--- src/rtl/ovs_pkg.sv ---
package ovs_pkg;
  localparam int NUM_F = 4;
  localparam int FACT [NUM_F] = '{1, 2, 4, 11};
  localparam int MAX_F = 11;
  localparam int IDX_W = $clog2(MAX_F);
  localparam int SEL_W = $clog2(NUM_F);

  typedef enum logic [2:0] {
    STD_SD    = 3'd0,
    STD_HD    = 3'd1,
    STD_3G_12 = 3'd2,
    STD_6G    = 3'd3
  } std_code_e;

  function automatic logic [SEL_W-1:0] std_to_sel(input logic [2:0] std);
    case (std)
      STD_SD:         return SEL_W'(3);
      STD_HD, STD_6G: return SEL_W'(1);
      STD_3G_12:      return SEL_W'(2);
      default:        return SEL_W'(0);
    endcase
  endfunction

  function automatic logic [IDX_W-1:0] sel_last(input logic [SEL_W-1:0] sel);
    logic [IDX_W-1:0] r;
    r = '0;
    for (int i = 0; i < NUM_F; i++)
      if (sel == SEL_W'(i)) r = IDX_W'(FACT[i] - 1);
    return r;
  endfunction
endpackage

--- src/rtl/ovs_ctrl.sv ---
module ovs_ctrl
  import ovs_pkg::*;
#(
  parameter int W = 20
) (
  input  logic             clk_i,
  input  logic             rst_ni,
  input  logic [W-1:0]     data_i,
  input  logic             valid_i,
  input  logic [2:0]       std_i,
  output logic [W-1:0]     hold_o,
  output logic [SEL_W-1:0] sel_o,
  output logic [IDX_W-1:0] idx_o,
  output logic             run_o
);
  logic [W-1:0]     hold_q;
  logic [SEL_W-1:0] sel_q;
  logic [IDX_W-1:0] idx_q;
  logic             run_q;
  logic [IDX_W-1:0] last;

  assign last = sel_last(sel_q);

  always_ff @(posedge clk_i or negedge rst_ni) begin
    if (!rst_ni) begin
      hold_q <= '0;
      sel_q  <= '0;
      idx_q  <= '0;
      run_q  <= 1'b0;
    end else if (valid_i) begin
      hold_q <= data_i;
      sel_q  <= std_to_sel(std_i);
      idx_q  <= '0;
      run_q  <= 1'b1;
    end else if (run_q) begin
      idx_q <= (idx_q == last) ? '0 : idx_q + 1'b1;
    end
  end

  assign hold_o = hold_q;
  assign sel_o  = sel_q;
  assign idx_o  = idx_q;
  assign run_o  = run_q;

  a_r7_run_sticks: assert property (@(posedge clk_i) disable iff (!rst_ni)
    run_q |=> run_q);
  a_r10_restart: assert property (@(posedge clk_i) disable iff (!rst_ni)
    valid_i |=> (idx_q == '0));
  a_r8_wrap: assert property (@(posedge clk_i) disable iff (!rst_ni)
    (!valid_i && run_q && idx_q == last) |=> (idx_q == '0));
  a_r9_sel_held: assert property (@(posedge clk_i) disable iff (!rst_ni)
    !valid_i |=> $stable(sel_q) && $stable(hold_q));
  a_r2_idx_range: assert property (@(posedge clk_i) disable iff (!rst_ni)
    idx_q <= last);
endmodule

--- src/rtl/ovs_pack.sv ---
module ovs_pack
  import ovs_pkg::*;
#(
  parameter int W = 20,
  parameter int F = 2
) (
  input  logic [W-1:0]     hold_i,
  input  logic [IDX_W-1:0] idx_i,
  output logic [W-1:0]     word_o
);
  logic [W-1:0] words [F];

  // stream bit k*W+j takes input bit (k*W+j)/F
  for (genvar k = 0; k < F; k++) begin : g_word
    for (genvar j = 0; j < W; j++) begin : g_bit
      assign words[k][j] = hold_i[(k*W + j) / F];
    end
  end

  always_comb begin
    word_o = words[0];
    for (int k = 1; k < F; k++)
      if (idx_i == IDX_W'(k)) word_o = words[k];
  end
endmodule

--- src/rtl/ovs_replicator.sv ---
module ovs_replicator
  import ovs_pkg::*;
#(
  parameter int W = 20
) (
  input  logic         clk_i,
  input  logic         rst_ni,
  input  logic [W-1:0] data_i,
  input  logic         valid_i,
  input  logic [2:0]   std_i,
  output logic [W-1:0] data_o,
  output logic         valid_o
);
  logic [W-1:0]     hold;
  logic [SEL_W-1:0] sel;
  logic [IDX_W-1:0] idx;
  logic             run;
  logic [W-1:0]     lane [NUM_F];

  ovs_ctrl #(.W(W)) i_ctrl (
    .clk_i, .rst_ni, .data_i, .valid_i, .std_i,
    .hold_o(hold), .sel_o(sel), .idx_o(idx), .run_o(run)
  );

  for (genvar f = 0; f < NUM_F; f++) begin : g_lane
    ovs_pack #(.W(W), .F(FACT[f])) i_pack (
      .hold_i(hold), .idx_i(idx), .word_o(lane[f])
    );
  end

  always_comb begin
    data_o = lane[0];
    for (int f = 1; f < NUM_F; f++)
      if (sel == SEL_W'(f)) data_o = lane[f];
  end

  assign valid_o = run;

  a_r6_pass: assert property (@(posedge clk_i) disable iff (!rst_ni)
    (valid_i && std_i[2]) |=> (data_o == $past(data_i)));
  a_r1_idle_zero: assert property (@(posedge clk_i) disable iff (!rst_ni)
    !valid_o |-> (data_o == '0));
endmodule

--- config.mk ---
export PLATFORM = sky130hd
export DESIGN_NAME = ovs_replicator
export DESIGN_NICKNAME = d
export VERILOG_FILES = /design/src/rtl/ovs_pkg.sv /design/src/rtl/ovs_ctrl.sv /design/src/rtl/ovs_pack.sv /design/src/rtl/ovs_replicator.sv
export SDC_FILE = /design/constraint.sdc
export NUM_CORES = 1
export LEC_CHECK = 0
export BUFFER_PORTS_ARGS = -buffer_cell sky130_fd_sc_hd__buf_2
export CAP_MARGIN = 20
export CORE_MARGIN = 2
export CORE_UTILIZATION = 53
export DETAILED_ROUTE_END_ITERATION = 8
export PLACE_DENSITY = 0.78
export SYNTH_ARGS = -nofsm -noshare
export SYNTH_HDL_FRONTEND = slang
export SYNTH_SLANG_ARGS = --single-unit
--- constraint.sdc ---
create_clock -name clk_i -period 2.25 [get_ports clk_i]
set_input_delay 0.45 -clock clk_i [delete_from_list [all_inputs] [get_ports clk_i]]
set_output_delay 0.45 -clock clk_i [all_outputs]
set_load 0.01 [all_outputs]
==> impl_table.tex <==
\begin{tabular}{lr}
\hline
Metric & Value \\
\hline
\multicolumn{2}{l}{\textbf{Layout}} \\
\quad Proportion of layout cells with a drive suffix above 1 & 52.7\% \\
\quad Post-route cell area & a little over 0.005 mm\^{}2 \\
\quad Most frequent cells in the layout & buf\_4 (128), buf\_2 (41), nand2\_1 (39) \\
\quad Count of fill cells added during filler insertion & 279 \\
\quad Most common cell after layout, fill and taps aside & buf\_4 \\
\quad Number of diodes added for antenna fixing & 0 \\
\quad Finished Layout Cells & 656 \\
\quad Layout overhead on the synthesized area & 63.0\% \\
\quad Final Net Count & 615 \\
\multicolumn{2}{l}{\textbf{Detailed routing}} \\
\quad Routed len/inst & $\sim$26 um \\
\quad Total via count after detailed routing & 4738 \\
\quad First DRT Iteration DRCs & 793 \\
\quad Detail Route Antenna Nets & 0 \\
\quad Routed wire length & roughly 17000 um \\
\quad Detailed-route DRC error count & 0 \\
\quad Number of optimization iterations in the first detailed-route pass & 7 \\
\quad Number of vias per cell after detailed routing & approximately 7.2 \\
\multicolumn{2}{l}{\textbf{Logic synthesis}} \\
\quad Mean post-synth cell area & 7.47 um\^{}2 \\
\quad Cell count after synthesis & 421 \\
\quad Portion of the post-synthesis area used by sequential elements & 21.5\% \\
\quad EDFF count, synth & 0 \\
\quad Share of synthesized registers carrying an async set or reset & 100\% \\
\quad Synth warnings & 0 \\
\quad Synth area leaders & dfrtp\_1 (21\%), a21oi\_1 (6.0\%), o21ai\_0 (5.6\%) \\
\quad Syn nets & approximately 450 \\
\quad Flops \& latches, synth & 27 \\
\quad Top-area cell type share of the netlist area & approximately 21\% \\
\quad Netlist cell types & 68 \\
\quad Most used flip-flop cell after synthesis & dfrtp\_1 \\
\quad Post-synthesis instance area & 0.00315 mm\^{}2 \\
\quad Post-synth top area cell & dfrtp\_1 \\
\multicolumn{2}{l}{\textbf{Clock tree}} \\
\quad TritonCTS clock tree & done \\
\quad Clock transition time at the flip-flop clock pins of the worst setup and hold paths & about 0.11 ns \\
\quad Maximum buffer depth of the clock tree & 2 \\
\quad Root buf cell & clkbuf\_8 \\
\quad Skew-Pair Late Insertion Delay & approximately 0.28 ns \\
\quad Number of H-tree levels & 1 \\
\quad Post-CTS Hold Fix Bufs & 0 \\
\quad Clock Sinks & 27 \\
\quad Cts bufs inserted & 3 \\
\multicolumn{2}{l}{\textbf{STA}} \\
\quad Post-layout worst setup margin & -0.770 ns \\
\quad Post-route minimum period & 3.02 ns \\
\quad Setup-violating endpoint count in the final report & 20 \\
\quad Number of max-slew violations in the final report & 0 \\
\quad Clock Skews & 0.00922 ns \\
\quad Setup repair after global routing missed its margin & yes \\
\quad Fmax & 331 MHz \\
\quad Tcrit/Tclk final & 134\% \\
\quad Worst rel slew slack & about 59\% \\
\quad Slew at the pin with the worst max-slew slack & around 0.62 ns \\
\quad Total negative slack for setup checks & -13.26 ns \\
\quad Endpoints failing hold & 0 \\
\multicolumn{2}{l}{\textbf{Floorplan}} \\
\quad Die boundary height & 81.1 um \\
\quad Width of the die & approximately 81 um \\
\quad Number of I/O pins & 47 \\
\quad Die Footprint & 0.00657 mm\^{}2 \\
\quad Initial standard-cell utilization of the core & 54.1\% \\
\quad Core Region & 0.00582 mm\^{}2 \\
\quad Row cnt & 28 \\
\multicolumn{2}{l}{\textbf{Pwr}} \\
\quad Share of power burned in registers & 15.4\% \\
\quad Net switching fraction of the power & 47.4\% \\
\quad Combinational power share & between 70 and 80\% \\
\quad Internal portion of total power & around 0.0022 W \\
\quad Fraction of power consumed by the clock network & 7.1\% \\
\quad NetSw & 0.00198 W \\
\quad Final Power & 0.00418 W \\
\quad Worst VDD drop & 0.716 mV \\
\quad Power per Cell Area & 814 mW/mm\^{}2 \\
\quad Lkg Pwr & about 2.2 nW \\
\multicolumn{2}{l}{\textbf{GRT}} \\
\quad Wire length of the first global-routing pass & around 24000 um \\
\quad Initial antenna violation count & 0 \\
\quad Global-route total usage across every layer & between 40\% and 50\% \\
\quad Grt ovf & 0 \\
\quad Maximum number of pins on one net before global-route repair & 28 \\
\quad Vias in the first global route & 4391 \\
\multicolumn{2}{l}{\textbf{Worst setup path}} \\
\quad R2R Path End & i\_ctrl.idx\_o[3]\$\_DFFE\_PN0P\_ \\
\quad R2r startpoint & i\_ctrl.sel\_o[0]\$\_DFFE\_PN0P\_ \\
\quad R2R depth & 7 \\
\quad Highest net fanout along the worst path & 6 \\
\quad Arrival time of data at the critical path endpoint & 2.57 ns \\
\quad Classification of the worst setup path & reg2out \\
\quad CP startpoint kind & flop \\
\quad WP data required & 1.80 ns \\
\quad CP Capture Type & output pin \\
\quad R2R setup slack & 0.18 ns \\
\multicolumn{2}{l}{\textbf{Placement}} \\
\quad Port Buffers & 46 \\
\quad Final weighted congestion in routability-driven placement & 0.989 \\
\quad Cell count after placement & 631 \\
\quad Half-perimeter wire length after placement & roughly 11000 um \\
\quad Post-Place Worst Slack & -0.475 ns \\
\quad Placed Instance Area & 0.00436 mm\^{}2 \\
\multicolumn{2}{l}{\textbf{Run}} \\
\quad Max-capacitance violation count & 0 \\
\multicolumn{2}{l}{\textbf{Status}} \\
\quad Result of the run & finished with violations \\
\quad Failing checks & negative setup slack \\
\multicolumn{2}{l}{\textbf{Min path}} \\
\quad Worst hold path class & in2async \\
\hline
\end{tabular}
==> final cells by class <==
class	count	area (um^2)	share of cell area [%]
Clock buffer	3	41.3	0.805
Clock inverter	1	7.51	0.146
Inverter	17	63.8	1.24
Multi-Input combinational cell	343	2790	54.5
Sequential cell	27	679	13.2
Tap cell	75	93.8	1.83
Timing Repair Buffer	190	1450	28.3
==> cell usage after synthesis (all sizes together) (7+ instances only) <==
cell type	instances
a31oi	14
o211ai	9
nor2	31
nand2	42
nand3	9
o21a	7
nor2b	18
buf	22
ha	7
mux2	15
inv	17
o21ai	41
dfrtp	27
nand2b	9
a21oi	38
clkbuf	13
or3	10
nand3b	7
==> critical path: stages, from the launching register on <==
cell and delay (ns):
dfrtp_1 0.43, buf_4 0.17, ha_4 0.18, buf_4 0.16, nand2b_4 0.15, or3_1 0.36, nand4_1 0.21, a21oi_2 0.11
or3_4 0.40, buf_6 0.13
==> metrics by stage <==
| stage | utilization [%] | hold slack (ns) |
|---|---|---|
| after CTS | 84.2 | 0.174 |
| after global routing | 88.2 | 0.210 |
| final | 88.2 | 0.163 |
| after floorplan | - | 0.154 |
| after global placement | 74.9 | 0.472 |
| after detailed placement | 74.9 | 0.485 |
==> power by group through the flow <==
stage	Sequential [W]	Clock, W	Combinational [W]
6_report	0.000642	0.000295	0.00324
5_1_grt	0.000642	0.000312	0.00336
4_1_cts	0.000624	0.000296	0.00274
3_5_place_dp	0.000626	0	0.00226
3_3_place_gp	0.000625	0	0.00221
2_1_floorplan	0.000615	0	0.00132
==> timing repair <==
item | in CTS | in global routing
cloned | 1 | 1
gates resized for setup | 85 | 37
endpoints found under the hold margin | 0 | 0
pin swaps | 28 | 21
buffers inserted | 12 | 8
setup endpoints to repair | 20 | 23
==> state kept, by name, summed over array words and instances (netlist names) <==
register	count
i_ctrl.sel_o	2
i_ctrl.run_o	1
i_ctrl.hold_o	20
i_ctrl.idx_o	4
==> kinds of logic (layout without fill, tap and decap cells) <==
group | after synthesis | in the layout | synth area share, %
fa+ha+maj | 7 | 7 | 2.78
buf+inv | 52 | 211 | 7.99
flops | 27 | 27 | 21.5
simple gates | 155 | 156 | 27.4
mux | 16 | 16 | 5.69
xor+xnor | 3 | 3 | 0.835
compound gates | 161 | 161 | 33.8
==> layer usage <==
| layer | routed length, um | track usage (%) | part of all wire, % |
|---|---|---|---|
| met5 | 0 | 0 | 0 |
| met4 | 1940 | 38.3 | 12 |
| met3 | 2290 | 15.9 | 14 |
| met2 | 7070 | 75.6 | 42 |
| met1 | 5470 | 54.4 | 33 |
==> worst max path at each step <==
stage | from | endpoint
finish | i_ctrl.idx_o[1]$_DFFE_PN0P_ | data_o[1]
global route | i_ctrl.idx_o[1]$_DFFE_PN0P_ | data_o[1]
CTS | i_ctrl.idx_o[1]$_DFFE_PN0P_ | data_o[4]
detailed placement | i_ctrl.idx_o[1]$_DFFE_PN0P_ | data_o[4]
global placement | i_ctrl.idx_o[1]$_DFFE_PN0P_ | data_o[11]
floorplan | i_ctrl.idx_o[1]$_DFFE_PN0P_ | data_o[4]
Power figures use the tool's default switching activity.
